--- config.mk ---
export PLATFORM = sky130hd
export DESIGN_NAME = interval_timer
export DESIGN_NICKNAME = d
export VERILOG_FILES = /design/src/rtl/itmr_pkg.sv /design/src/rtl/itmr_base.sv /design/src/rtl/itmr_deadline.sv /design/src/rtl/itmr_alarm.sv /design/src/rtl/interval_timer.sv
export SDC_FILE = /design/constraint.sdc
export NUM_CORES = 1
export LEC_CHECK = 0
export BUFFER_PORTS_ARGS = -buffer_cell sky130_fd_sc_hd__buf_4
export CAP_MARGIN = 10
export CORE_ASPECT_RATIO = 0.75
export CORE_MARGIN = 5
export CORE_UTILIZATION = 30
export CTS_BUF_LIST = sky130_fd_sc_hd__clkbuf_4 sky130_fd_sc_hd__clkbuf_8
export DETAILED_ROUTE_END_ITERATION = 16
export PLACE_DENSITY = 0.49
export SLEW_MARGIN = 20
export SYNTH_ARGS = -nofsm -noshare
export SYNTH_HDL_FRONTEND = slang
export SYNTH_HIERARCHICAL = 1
export SYNTH_SLANG_ARGS = --single-unit
--- constraint.sdc ---
create_clock -name clk -period 13.5 [get_ports clk]
set_input_delay 1.35 -clock clk [delete_from_list [all_inputs] [get_ports clk]]
set_output_delay 1.35 -clock clk [all_outputs]
set_load 0.02 [all_outputs]
--- src/rtl/itmr_pkg.sv ---
package itmr_pkg;
  localparam int unsigned MAXW = 64;
  typedef logic [MAXW-1:0] word_t;

  // mask of the low 'win' bits
  function automatic word_t win_mask(input int unsigned win);
    if (win >= MAXW) return '1;
    return (word_t'(1) << win) - word_t'(1);
  endfunction

  // place the shifted compare value into the low window of the base
  function automatic word_t splice_deadline(input word_t base, input word_t wval,
                                            input int unsigned shift, input int unsigned win);
    word_t m;
    m = win_mask(win);
    return (base & ~m) | ((wval << shift) & m);
  endfunction

  // push a deadline one window ahead when it is too close or behind
  function automatic word_t roll_forward(input word_t cand, input word_t base, input word_t margin,
                                         input int unsigned win, input word_t bmask);
    if ((cand & bmask) < ((base + margin) & bmask))
      return (cand + (word_t'(1) << win)) & bmask;
    return cand & bmask;
  endfunction
endpackage

--- src/rtl/itmr_base.sv ---
module itmr_base #(
  parameter int unsigned BASE_W = 64
) (
  input  logic              clk,
  input  logic              rst_n,
  output logic [BASE_W-1:0] base
);
  always_ff @(posedge clk) begin
    if (!rst_n) base <= '0;
    else        base <= base + 1'b1;
  end


  base_step_chk: assert property (@(posedge clk) disable iff (!rst_n)
    rst_n && $past(rst_n) |-> base == $past(base) + 1'b1);
endmodule

--- src/rtl/itmr_deadline.sv ---
module itmr_deadline
  import itmr_pkg::*;
#(
  parameter int unsigned BASE_W = 64,
  parameter int unsigned CMP_W  = 32,
  parameter int unsigned SHIFT  = 2,
  parameter int unsigned MARGIN = 1000
) (
  input  logic              clk,
  input  logic              rst_n,
  input  logic              wr_en,
  input  logic [CMP_W-1:0]  wr_val,
  input  logic [BASE_W-1:0] base,
  output logic [BASE_W-1:0] deadline
);
  localparam int unsigned WIN   = CMP_W + SHIFT;
  localparam word_t       BMASK = win_mask(BASE_W);
  localparam logic [BASE_W-1:0] WMASK = BASE_W'(win_mask(WIN));
  localparam logic [BASE_W-1:0] LIM   = BASE_W'((word_t'(1) << WIN) + word_t'(MARGIN));

  word_t base_w, val_w, cand, rolled;

  always_comb begin
    base_w = '0;
    base_w[BASE_W-1:0] = base;
    val_w = '0;
    val_w[CMP_W-1:0] = wr_val;
    cand   = splice_deadline(base_w, val_w, SHIFT, WIN) & BMASK;
    rolled = roll_forward(cand, base_w, word_t'(MARGIN), WIN, BMASK);
  end

  always_ff @(posedge clk) begin
    if (!rst_n)     deadline <= '1;
    else if (wr_en) deadline <= rolled[BASE_W-1:0];
  end


  splice_low_chk: assert property (@(posedge clk) disable iff (!rst_n)
    wr_en |=> (deadline & WMASK) == (BASE_W'($past(wr_val)) << SHIFT));

  ahead_window_chk: assert property (@(posedge clk) disable iff (!rst_n)
    wr_en |=> ((deadline - $past(base)) != '0) && ((deadline - $past(base)) < LIM));
endmodule

--- src/rtl/itmr_alarm.sv ---
module itmr_alarm #(
  parameter int unsigned BASE_W = 64
) (
  input  logic              clk,
  input  logic              rst_n,
  input  logic              wr_en,
  input  logic              clr,
  input  logic [BASE_W-1:0] base,
  input  logic [BASE_W-1:0] deadline,
  output logic              fire,
  output logic              irq
);
  logic armed;

  assign fire = armed && (base >= deadline);

  always_ff @(posedge clk) begin
    if (!rst_n) begin
      armed <= 1'b0;
      irq   <= 1'b0;
    end else if (wr_en) begin
      armed <= 1'b1;
      irq   <= 1'b0;
    end else if (fire) begin
      armed <= 1'b0;
      irq   <= 1'b1;
    end else if (clr) begin
      irq   <= 1'b0;
    end
  end


  irq_rise_chk: assert property (@(posedge clk) disable iff (!rst_n)
    $rose(irq) |-> $past(fire));

  clr_drop_chk: assert property (@(posedge clk) disable iff (!rst_n)
    clr && !wr_en && !fire |=> !irq);

  irq_hold_chk: assert property (@(posedge clk) disable iff (!rst_n)
    irq && !clr && !wr_en |=> irq);

  wr_clear_chk: assert property (@(posedge clk) disable iff (!rst_n)
    wr_en |=> !irq);
endmodule

--- src/rtl/interval_timer.sv ---
module interval_timer #(
  parameter int unsigned BASE_W = 64,
  parameter int unsigned CMP_W  = 32,
  parameter int unsigned SHIFT  = 2,
  parameter int unsigned MARGIN = 1000
) (
  input  logic                    clk,
  input  logic                    rst_n,
  input  logic                    wr_en,
  input  logic [CMP_W-1:0]        wr_val,
  input  logic                    clr,
  output logic [BASE_W-SHIFT-1:0] count_out,
  output logic                    irq
);
  logic [BASE_W-1:0] base;
  logic [BASE_W-1:0] deadline;
  logic              fire;

  itmr_base #(.BASE_W(BASE_W)) u_base (
    .clk(clk), .rst_n(rst_n), .base(base));

  itmr_deadline #(.BASE_W(BASE_W), .CMP_W(CMP_W), .SHIFT(SHIFT), .MARGIN(MARGIN)) u_dl (
    .clk(clk), .rst_n(rst_n), .wr_en(wr_en), .wr_val(wr_val),
    .base(base), .deadline(deadline));

  itmr_alarm #(.BASE_W(BASE_W)) u_alarm (
    .clk(clk), .rst_n(rst_n), .wr_en(wr_en), .clr(clr),
    .base(base), .deadline(deadline), .fire(fire), .irq(irq));

  assign count_out = base[BASE_W-1:SHIFT];


  no_early_irq_chk: assert property (@(posedge clk) disable iff (!rst_n)
    !$past(rst_n) |-> !irq);
endmodule

==> impl_metrics.json <==
{
  "root_buffer": "clkbuf_8",
  "hold_path_class": "flip-flop to flip-flop",
  "clk_pin_slew_ns": 0.08,
  "placementRows": 58,
  "first_iter_violations": 973,
  "synth_cells": 1276,
  "grt_overflow_total": 0,
  "power_density_mw_per_mm2": 72.9,
  "cts_tree": "done",
  "place_hpwl_um": 26400,
  "grt_pass1_vias": 9438,
  "drtAntennaViolNets": 0,
  "fmax_ghz": 0.173,
  "fin_area_mm2": 0.0117,
  "max_cap_violations": 0,
  "r2r-start": "u_base/base[7]",
  "clock_latency_ns": 0.49,
  "final_cell_mix": "nand2_1 (129), dfxtp_1 (129), buf_4 (122), nor2_1 (115), ha_1 (114)",
  "cts_setup_buffers": 0,
  "syn_area_mm2": 0.0100,
  "drive_above_1_share_pct": 13.2,
  "start_util_pct": 30.2,
  "clock_skew_ns": 0.0183,
  "gp_congestion": 0.982,
  "synth.net_count": 1426,
  "nets": 1516,
  "cp-end-kind": "flip-flop",
  "finalSetupViolCount": 0,
  "irDropWorstVdd_mv": 0.0429,
  "die_w_um": 221,
  "start_kind": "flip-flop",
  "critPathRequiredTime_ns": 13.88,
  "antennaDiodeCount": 0,
  "clock_sinks": 129,
  "routedWlPerCell_um": 20.0,
  "hold_path_startpoint": "u_alarm/armed",
  "cts_buffers": 17,
  "grt.total_usage_pct": 19.1,
  "period_share_pct": 42.7,
  "drv_slew": 0,
  "avgSynthCellArea_um2": 7.87,
  "clock_path_buffers": 2,
  "dpl-instance-area_mm2": 0.0113,
  "status": "completed",
  "worst_slew_pin_slew_ns": 1.11,
  "drc": 0,
  "layout_min_cycle_time_ns": 5.77,
  "startpoint": "u_base/base[7]",
  "cts_htree_levels": 4,
  "post_cts_resized": 0,
  "placement.io_buffers": 98,
  "fin_ws_ns": 7.73,
  "rsz0062_at_grt": "no",
  "vias_per_cell": 5.47,
  "relSlewSlack_pct": 24.0,
  "cts-hold-fix-buffers": 0,
  "whs_ns": 0.469,
  "path_class": "flip-flop to flip-flop",
  "power_uw": 854,
  "finalHoldViolations": 0,
  "die_h_um": 168,
  "via_count": 10000,
  "cp.arrival_ns": 6.15,
  "dieArea_mm2": 0.0373,
  "p_leak_nw": 5.14,
  "grt_pass1_wl_um": 56200,
  "grt_max_degree": 78,
  "syn_to_final_growth_pct": 16.6,
  "wirelength_um": 36500,
  "setup-tns-final_ns": 0,
  "ios": 99,
  "yosysWarnings": 6,
  "pre_cts_slack_ns": 7.93,
  "antenna_found_initial": 0,
  "cp_max_fo": 17,
  "drt_pass1_iterations": 7,
  "core_area_mm2": 0.0333
}
## power by group
part           switching [mW]  internal, mW
Clock                   0.169         0.190
Combinational          0.0537        0.0377
Sequential            0.00872         0.395
Total                   0.232         0.623
## routing by layer
metal  routed length (um)  share of wire, %  vias to the layer above  global-route usage (%)
li1                     -                 -                     4844                       -
met1                18100                50                     4791                    28.0
met2                15200                42                      343                    28.5
met3                 2670               7.3                       35                    4.25
met4                  470               1.3                        0                    5.04
met5                    0                 0                        -                       0
## layout make-up
class,count,area [um2]
clock inverters,9,104
fillers,3561,21600
multi-input cells,1007,6900
flip-flops and latches,129,2580
clock buffers,23,310
well taps,450,563
repair buffers,122,916
inverters,89,334
## final timing paths
kind,to,slack [ns],cells past startpoint
max,u_dl/deadline[38],7.73,14
min,u_alarm/armed,0.47,2
max reg2reg,u_dl/deadline[38],7.73,14
min reg2reg,u_alarm/armed,0.47,2
## registers in the layout, summed over array words and instances (netlist names)
name / cells
u_alarm/armed: 1
u_alarm/irq: 1
u_base/base: 64
u_dl/deadline: 63
## per-stage QoR
step	cells	utilization (%)
2_1_floorplan	1276	-
3_3_place_gp	1796	33.9
3_5_place_dp	1796	33.9
4_1_cts	1828	35.1
5_1_grt	1829	35.2
6_report	1829	35.2
## critical path, cell delays in order (launching register included)
cell      delay [ns]
dfxtp_1         0.41
or4_4           0.58
a211oi_1        0.77
xor2_1          0.15
ha_1            0.32
nand2_1         0.05
or3_1           0.36
o41ai_1         0.80
a21oi_1         0.21
nor3_1          0.29
nor3_1          0.09
o21ai_2         0.49
or2_1           0.73
nor3_1          0.12
a311oi_1        0.29
Note: power is estimated with default switching activity, not from simulation.
